## config.mk

```make
export PLATFORM = sky130hd
export DESIGN_NAME = lin_id_ctrl
export DESIGN_NICKNAME = d
export VERILOG_FILES = /design/src/rtl/lin_id_pkg.sv /design/src/rtl/lin_id_parity.sv /design/src/rtl/lin_id_store.sv /design/src/rtl/lin_resp_fsm.sv /design/src/rtl/lin_id_ctrl.sv
export SDC_FILE = /design/constraint.sdc
export NUM_CORES = 1
export LEC_CHECK = 0
export CORE_UTILIZATION = 25
export DETAILED_ROUTE_END_ITERATION = 12
export HOLD_SLACK_MARGIN = 0.03
export SYNTH_ARGS = -nofsm -noshare
export SYNTH_HDL_FRONTEND = slang
export SYNTH_SLANG_ARGS = --single-unit
export TNS_END_PERCENT = 50
```

## constraint.sdc

```tcl
create_clock -name clk -period 1.2 [get_ports clk]
set_input_delay 0.24 -clock clk [delete_from_list [all_inputs] [get_ports clk]]
set_output_delay 0.24 -clock clk [all_outputs]
set_load 0.02 [all_outputs]
```

## src/rtl/lin_id_pkg.sv

```systemverilog
package lin_id_pkg;

    localparam int ID_W  = 8;
    localparam int KEY_W = 6;

    typedef enum logic [1:0] {
        ACT_PUB = 2'b00,
        ACT_SUB = 2'b01,
        ACT_IGN = 2'b10,
        ACT_RSV = 2'b11
    } node_act_e;

    typedef enum logic [1:0] {
        S_IDLE,
        S_PUB,
        S_SUB,
        S_IGN
    } resp_state_e;

    // protection bits for a 6-bit key: {P1, P0}
    function automatic logic [1:0] prot_bits(input logic [KEY_W-1:0] k);
        logic p0, p1;
        p0 = k[0] ^ k[1] ^ k[2] ^ k[4];
        p1 = ~(k[1] ^ k[3] ^ k[4] ^ k[5]);
        return {p1, p0};
    endfunction

endpackage

```

## src/rtl/lin_id_parity.sv

```systemverilog
module lin_id_parity
    import lin_id_pkg::*;
#(
    parameter int W = ID_W
) (
    input  logic         clk,
    input  logic         rst_n,
    input  logic         par_off,
    input  logic [W-1:0] id_q,
    input  logic [W-1:0] rx_byte,
    output logic [W-1:0] tx_byte,
    output logic         rx_bad
);
    localparam int KW = KEY_W;

    logic [1:0] tx_prot;
    logic [1:0] rx_prot;

    always_comb begin
        tx_prot = prot_bits(id_q[KW-1:0]);
        rx_prot = prot_bits(rx_byte[KW-1:0]);
        tx_byte = par_off ? id_q : {tx_prot, id_q[KW-1:0]};
        rx_bad  = !par_off && (rx_byte[W-1:KW] != rx_prot);
    end

    // raw mode never flags a received byte
    a_r5_raw_no_flag: assert property (@(posedge clk) disable iff (!rst_n)
        par_off |-> !rx_bad);

    // raw mode passes the stored byte through
    a_r3_raw_tx: assert property (@(posedge clk) disable iff (!rst_n)
        par_off |-> tx_byte == id_q);

endmodule

```

## src/rtl/lin_id_store.sv

```systemverilog
module lin_id_store
    import lin_id_pkg::*;
#(
    parameter int W = ID_W
) (
    input  logic         clk,
    input  logic         rst_n,
    input  logic         par_off,
    input  logic         tx_strobe,
    input  logic         rx_strobe,
    input  logic         rx_bad,
    input  logic [W-1:0] rx_byte,
    input  logic         id_load,
    input  logic [W-1:0] id_wdata,
    input  logic         err_clr,
    output logic         rx_take,
    output logic [W-1:0] id_q,
    output logic         par_err
);
    localparam int KW = KEY_W;

    assign rx_take = rx_strobe && !tx_strobe;

    always_ff @(posedge clk) begin
        if (!rst_n) begin
            id_q    <= '0;
            par_err <= 1'b0;
        end else begin
            if (rx_take)
                id_q <= par_off ? rx_byte : {{(W-KW){1'b0}}, rx_byte[KW-1:0]};
            else if (id_load)
                id_q <= id_wdata;
            par_err <= (par_err && !err_clr) || (rx_take && rx_bad);
        end
    end

    // protected receive clears the top bits
    a_r4_top_zero: assert property (@(posedge clk) disable iff (!rst_n)
        rx_take && !par_off |=> id_q[W-1:KW] == '0);

    // flag is sticky without a clear
    a_r6_err_sticky: assert property (@(posedge clk) disable iff (!rst_n)
        par_err && !err_clr |=> par_err);

    // a transmit with no load leaves the identifier alone
    a_r10_tx_wins: assert property (@(posedge clk) disable iff (!rst_n)
        tx_strobe && !id_load |=> id_q == $past(id_q));

endmodule

```

## src/rtl/lin_resp_fsm.sv

```systemverilog
module lin_resp_fsm
    import lin_id_pkg::*;
(
    input  logic       clk,
    input  logic       rst_n,
    input  logic       hdr_evt,
    input  logic       hdr_bad,
    input  logic [1:0] node_act,
    output logic       resp_send,
    output logic       resp_recv
);
    resp_state_e state_q, state_d;
    node_act_e   act;

    assign act = node_act_e'(node_act);

    always_comb begin
        state_d = S_IDLE;
        if (hdr_evt) begin
            unique case (act)
                ACT_PUB: state_d = S_PUB;
                ACT_SUB: state_d = hdr_bad ? S_IGN : S_SUB;
                ACT_IGN: state_d = S_IGN;
                ACT_RSV: state_d = S_IGN;
                default: state_d = S_IGN;
            endcase
        end
    end

    always_ff @(posedge clk) begin
        if (!rst_n) state_q <= S_IDLE;
        else        state_q <= state_d;
    end

    always_comb begin
        resp_send = 1'b0;
        resp_recv = 1'b0;
        unique case (state_q)
            S_PUB:   resp_send = 1'b1;
            S_SUB:   resp_recv = 1'b1;
            S_IDLE:  ;
            S_IGN:   ;
            default: ;
        endcase
    end

    // directions are exclusive
    a_r7_excl: assert property (@(posedge clk) disable iff (!rst_n)
        $onehot0({resp_send, resp_recv}));

    // publish after a header
    a_r7_pub: assert property (@(posedge clk) disable iff (!rst_n)
        hdr_evt && node_act == 2'b00 |=> resp_send);

    // receive enable only follows a clean subscribe header
    a_r8_sub_cause: assert property (@(posedge clk) disable iff (!rst_n)
        !hdr_evt || hdr_bad |=> !resp_recv);

    // ignore codes gate both directions
    a_r9_ignore: assert property (@(posedge clk) disable iff (!rst_n)
        hdr_evt && node_act[1] |=> !resp_send && !resp_recv);

endmodule

```

## src/rtl/lin_id_ctrl.sv

```systemverilog
module lin_id_ctrl
    import lin_id_pkg::*;
#(
    parameter int W = ID_W
) (
    input  logic         clk,
    input  logic         rst_n,
    input  logic         par_off,
    input  logic [1:0]   node_act,
    input  logic         id_load,
    input  logic [W-1:0] id_wdata,
    input  logic         tx_strobe,
    input  logic         rx_strobe,
    input  logic [W-1:0] rx_byte,
    input  logic         err_clr,
    output logic [W-1:0] tx_byte,
    output logic [W-1:0] id_q,
    output logic         par_err,
    output logic         resp_send,
    output logic         resp_recv
);
    logic rx_bad;
    logic rx_take;
    logic hdr_evt;
    logic hdr_bad;

    lin_id_parity #(.W(W)) u_par (
        .clk     (clk),
        .rst_n   (rst_n),
        .par_off (par_off),
        .id_q    (id_q),
        .rx_byte (rx_byte),
        .tx_byte (tx_byte),
        .rx_bad  (rx_bad)
    );

    lin_id_store #(.W(W)) u_store (
        .clk       (clk),
        .rst_n     (rst_n),
        .par_off   (par_off),
        .tx_strobe (tx_strobe),
        .rx_strobe (rx_strobe),
        .rx_bad    (rx_bad),
        .rx_byte   (rx_byte),
        .id_load   (id_load),
        .id_wdata  (id_wdata),
        .err_clr   (err_clr),
        .rx_take   (rx_take),
        .id_q      (id_q),
        .par_err   (par_err)
    );

    assign hdr_evt = tx_strobe || rx_take;
    assign hdr_bad = rx_take && rx_bad;

    lin_resp_fsm u_fsm (
        .clk       (clk),
        .rst_n     (rst_n),
        .hdr_evt   (hdr_evt),
        .hdr_bad   (hdr_bad),
        .node_act  (node_act),
        .resp_send (resp_send),
        .resp_recv (resp_recv)
    );

    // an accepted bad header raises the flag
    a_r6_set: assert property (@(posedge clk) disable iff (!rst_n)
        rx_strobe && !tx_strobe && !par_off && rx_bad |=> par_err);

    // reset state observed on the first cycle out of reset
    a_r1_reset: assert property (@(posedge clk)
        $past(!rst_n) |-> id_q == '0 && !par_err && !resp_send && !resp_recv);

endmodule

```

Word-level counts from Yosys, hierarchy flattened
Cells that the tools add are included.
W data, S select, Z words.
Operators by class
  muxes and demuxes: 8
  equality and inequality tests: 6
  reductions and logical operators: 13
  bitwise gates (word level): 14
Operators by type and width (count)
  $mux W8: 4
  $xor A1 B1 Y1: 12
  $eq A2 B2 Y1 const B: 3
  $pmux W2 S3: 1
  $eq A2 B1 Y1 const B: 2
  $logic_and A1 B1 Y1: 4
  $logic_not A1 Y1: 3
  $mux W1: 3
  $logic_not A2 Y1: 1
  $logic_or A1 B1 Y1: 2
  $ne A2 B2 Y1: 1
  $not A1 Y1: 2
  $reduce_and A2 Y1: 1
  $reduce_bool A2 Y1: 1
  $reduce_or A2 Y1: 1
Word-level totals
  bits of input ports: 25
  logic and storage cells: 44
  bits in registers: 11
  output and inout bits: 19

Depth between registers and ports, before layout
  depth in word-level cells: 9
  gate-level depth with buffers: 5
  mapped depth without buffers: 3

Cells and area by module
From an unflattened synthesis, not the netlist that was laid out.
Unflattened totals
  cells, all modules: 73
  area total of the unflattened synthesis: 718.2 um2
By module, submodules not included
  lin_id_store: cells each 42, times used 1, area each 445.4 um2, sequential area each 180.2 um2
  lin_id_parity: cells each 20, times used 1, area each 186.4 um2, sequential area each 0.0 um2
  lin_resp_fsm: cells each 9, times used 1, area each 72.6 um2, sequential area each 40.0 um2
  lin_id_ctrl: cells each 2, times used 1, area each 13.8 um2, sequential area each 0.0 um2

Least setup slack after synthesis
OpenSTA, ideal clock, no wires.
  path kind: register -> output
  start point: reg u_store.id_q[1]
  end point: out tx_byte[7]
  path buffers: 0
  cell stages (with the launch flop): 4
  data arrival time: 1307 ps
  slack: -347 ps
  required time: 960 ps
  path through: dfxtp_1 xor2_1 xnor2_1 o21ai_0
On the way
  word-level cells in the longest chain between the ends: 5
RTL lines
  start, declared: RTL line lin_id_store.sv:17  | output logic [W-1:0] id_q,
  start signal, assigned: RTL line lin_id_store.sv:30  | id_q <= par_off ? rx_byte : {{(W-KW){1'b0}}, rx_byte[KW-1:0]};
  start signal, assigned: RTL line lin_id_store.sv:32  | id_q <= id_wdata;
  $xor A1 B1 Y1 (3 in a row): RTL line lin_id_pkg.sv:24  | p1 = ~(k[1] ^ k[3] ^ k[4] ^ k[5]);
  $not A1 Y1: RTL line lin_id_pkg.sv:24
  $mux W8: RTL line lin_id_parity.sv:22  | tx_byte = par_off ? id_q : {tx_prot, id_q[KW-1:0]};
  end, declared: RTL line lin_id_ctrl.sv:16  | output logic [W-1:0] tx_byte,
No other way between the ends.

Worst setup path in the final report
  start point: reg u_store.id_q[4]
  end point: out tx_byte[6]
On the way
  word-level cells in the longest chain between the ends: 2
RTL lines
  $xor A1 B1 Y1: RTL line lin_id_pkg.sv:23  | p0 = k[0] ^ k[1] ^ k[2] ^ k[4];
  $mux W8: RTL line lin_id_parity.sv:22
No other way between the ends.

==> flow_summary.json <==
{
  "synthAdderAreaFrac": 0,
  "drt_iter0_markers": 3,
  "fill_cells": 268,
  "yosysSeqAreaShare": 0.303,
  "crit_required_ns": 0.96,
  "antenna_cells": 0,
  "die_y_um": 55.9,
  "synthSimpleGateAreaFrac": 0.162,
  "num_io_pins": 44,
  "vias": 723,
  "path_cells": "xor2_4 -> xnor2_1 -> mux2_4 -> buf_6",
  "p_int_w": 0.000810,
  "crit_path_end_kind": "output port",
  "p_leak_nw": 0.725,
  "cts_tree": "built",
  "hold_path_class": "in2reg",
  "synth_compound_area_frac": 0.145,
  "die_w_um": 55.9,
  "fin_ws_ns": -0.398,
  "cts_buffer_depth": 2,
  "wirelength_um": 1950,
  "postSynthCellCount": 76,
  "fin_crit_ns": 1.60,
  "min_period_over_period": 1.33,
  "grt_max_degree": 10,
  "synth.area.top_cells": "dfxtp_1 30%, mux2i_1 14%, o211a_1 8.3%",
  "cts_htree_levels": 1,
  "pwr-share-clk": 0.224,
  "ys_ff_latch": 11,
  "fin_skew_ns": 0,
  "powerDensity_nw_per_um2": 915,
  "yosys_warnings": 0,
  "wl_per_cell_um": 12.1,
  "rsz0062_at_grt": "true",
  "syn_avg_cell_area_um2": 9.55,
  "max_freq_ghz": 0.626,
  "track_usage": 0.122,
  "synth_mux_area_frac": 0.153,
  "power_frac_comb": 0.432,
  "die_area_um2": 3120,
  "seqCellArea_um2": 230,
  "yosysMostFrequentCell": "dfxtp_1",
  "finalSetupViolations": 2,
  "clk-insertion-delay-late_ns": 0.28,
  "post-place-ws_ns": -0.763,
  "fin_util": 0.479,
  "core-area_um2": 2760,
  "finalPower_w": 0.00121,
  "grt_pass1_wl_um": 2850,
  "cts-root-buf": "clkbuf_4",
  "slowest_stage": "dfxtp_4",
  "cts_hold_buffers": 0,
  "timing_worst_setup_path_type": "reg2out",
  "syn_area_um2": 726,
  "drive_gt1_frac": 0.415,
  "crit_path_max_incr_delay_ns": 0.36,
  "yosys_most_used_dff": "dfxtp_1",
  "path_clk_slew_ns": 0.08,
  "drv_cap": 0,
  "maxSlewHeadroom": 0.827,
  "layout.nets": 156,
  "clock-sinks": 11,
  "arrival_ns": 1.36,
  "cp_max_fo": 2,
  "async_reset_ff_frac": 0,
  "remaining_drc_errors": 0,
  "tns_ns": -0.691,
  "worst_slew_pin_slew_ns": 0.259,
  "ys_types": 24,
  "antenna_found_initial": 0,
  "power.net_switching_w": 0.000398,
  "synthTopCellsByCount": "11 x dfxtp_1, 10 x mux2i_1, 9 x nand2_1",
  "hold_slack_ns": 0.257,
  "syn-num-nets": 101,
  "gp_congestion": 0.721,
  "synth_top_cell_area_share": 0.303,
  "synth_edf_count": 0,
  "hpwlAfterDp_um": 1510,
  "max-vdd-ir-drop_uv": 623,
  "viasPerCell": 4.49,
  "grt_pass1_vias": 708,
  "ant_nets": 0,
  "violations": "negative setup slack",
  "multi_input_area_um2": 512,
  "swShare": 0.329,
  "area_growth_syn_to_layout_pct": 81.9,
  "slew_viol_final": 0,
  "status": "finished with violations",
  "synth_xor_area_frac": 0.148,
  "grt_overflow": 0,
  "dr.pass1.iters": 3,
  "start_util": 0.263,
  "synth_area_leader_cell": "dfxtp_1",
  "crit_path_start_kind": "flop",
  "num_rows": 19,
  "hold_violations": 0,
  "synth_top_family_by_area": "simple AND/OR/NAND/NOR gates",
  "cts_buffers": 3,
  "port_buffers": 43,
  "sequentialPowerShare": 0.344
}
## metrics by stage
step / instance area, um^2 / instances
floorplan: 751 / 76
global placement: 1300 / 157
detailed placement: 1300 / 157
CTS: 1250 / 161
global route: 1320 / 161
finish: 1320 / 161
## kinds of logic (layout without fill, tap and decap cells)
family          Yosys count  in the layout
buf+inv                  10             64
compound gates           12             12
simple gates             23             23
mux                      11             11
xor+xnor                  9              9
flops                    11             11
## flip-flops by register name, summed over array words and instances (netlist names)
signal	flops
u_store.par_err	1
u_store.id_q	8
u_fsm.state_q	2
## power groups by stage
| stage | clock network (W) | logic [W] | registers (W) |
|---|---|---|---|
| 2_1_floorplan | 0 | 0.000245 | 0.000452 |
| 3_3_place_gp | 0 | 0.000536 | 0.000418 |
| 3_5_place_dp | 0 | 0.000543 | 0.000418 |
| 4_1_cts | 0.000278 | 0.000509 | 0.000410 |
| 5_1_grt | 0.000288 | 0.000556 | 0.000418 |
| 6_report | 0.000271 | 0.000522 | 0.000415 |
## per-layer routing
| metal | vias up | track usage | part of all wire |
|---|---|---|---|
| li1 | 369 | - | - |
| met1 | 321 | 0.125 | 0.41 |
| met2 | 28 | 0.215 | 0.49 |
| met3 | 5 | 0.0349 | 0.078 |
| met4 | 0 | 0.0801 | 0.019 |
| met5 | - | 0 | 0 |
## placed cells by master (no fill, tap or decap), drive strengths merged
cell,count
o21ai,2
xnor3,1
mux2i,10
nor2,3
nand2b,2
clkdlybuf4s50,16
nand2,9
dlymetal6s2s,8
clkbuf,4
buf,35
nor2b,3
xnor2,5
nor4,2
o221a,1
nor3b,1
o211a,6
xor3,1
dfxtp,11
and2,3
xor2,2
clkdlybuf4s15,1
a211oi,2
mux2,1
o221ai,1
## critical path: cells and delay by family (launching register included)
kind                      cells  cell delay, ns
DFF                           1            0.36
buffers and inverters         1            0.13
xor gates and xnor gates      2            0.31
muxes                         1            0.27
## cell type report
| class | count | share of cell area |
|---|---|---|
| well taps | 31 | 0.0294 |
| repair buffers | 60 | 0.389 |
| multi-input cells | 55 | 0.388 |
| clock buffers | 4 | 0.0199 |
| flip-flops and latches | 11 | 0.174 |
## worst paths after layout
kind                                     start                      endpoint  slack [ns]  cells after the start
setup / recovery  u_store.id_q[4]$_SDFFE_PN0P_                    tx_byte[6]       -0.40                      4
hold / removal                      rx_byte[0]  u_store.id_q[0]$_SDFFE_PN0P_        0.26                      2
setup reg to reg    u_store.par_err$_SDFF_PN0_    u_store.par_err$_SDFF_PN0_        0.23                      3
hold reg to reg     u_store.par_err$_SDFF_PN0_    u_store.par_err$_SDFF_PN0_        0.68                      3
## repair_timing
action | 4_1_cts | 5_1_grt
setup endpoints to repair | 21 | 6
gates resized for setup | 76 | 19
setup buffers | 0 | 0
pin swaps | 2 | 5
(Power assumes the default switching activity.)
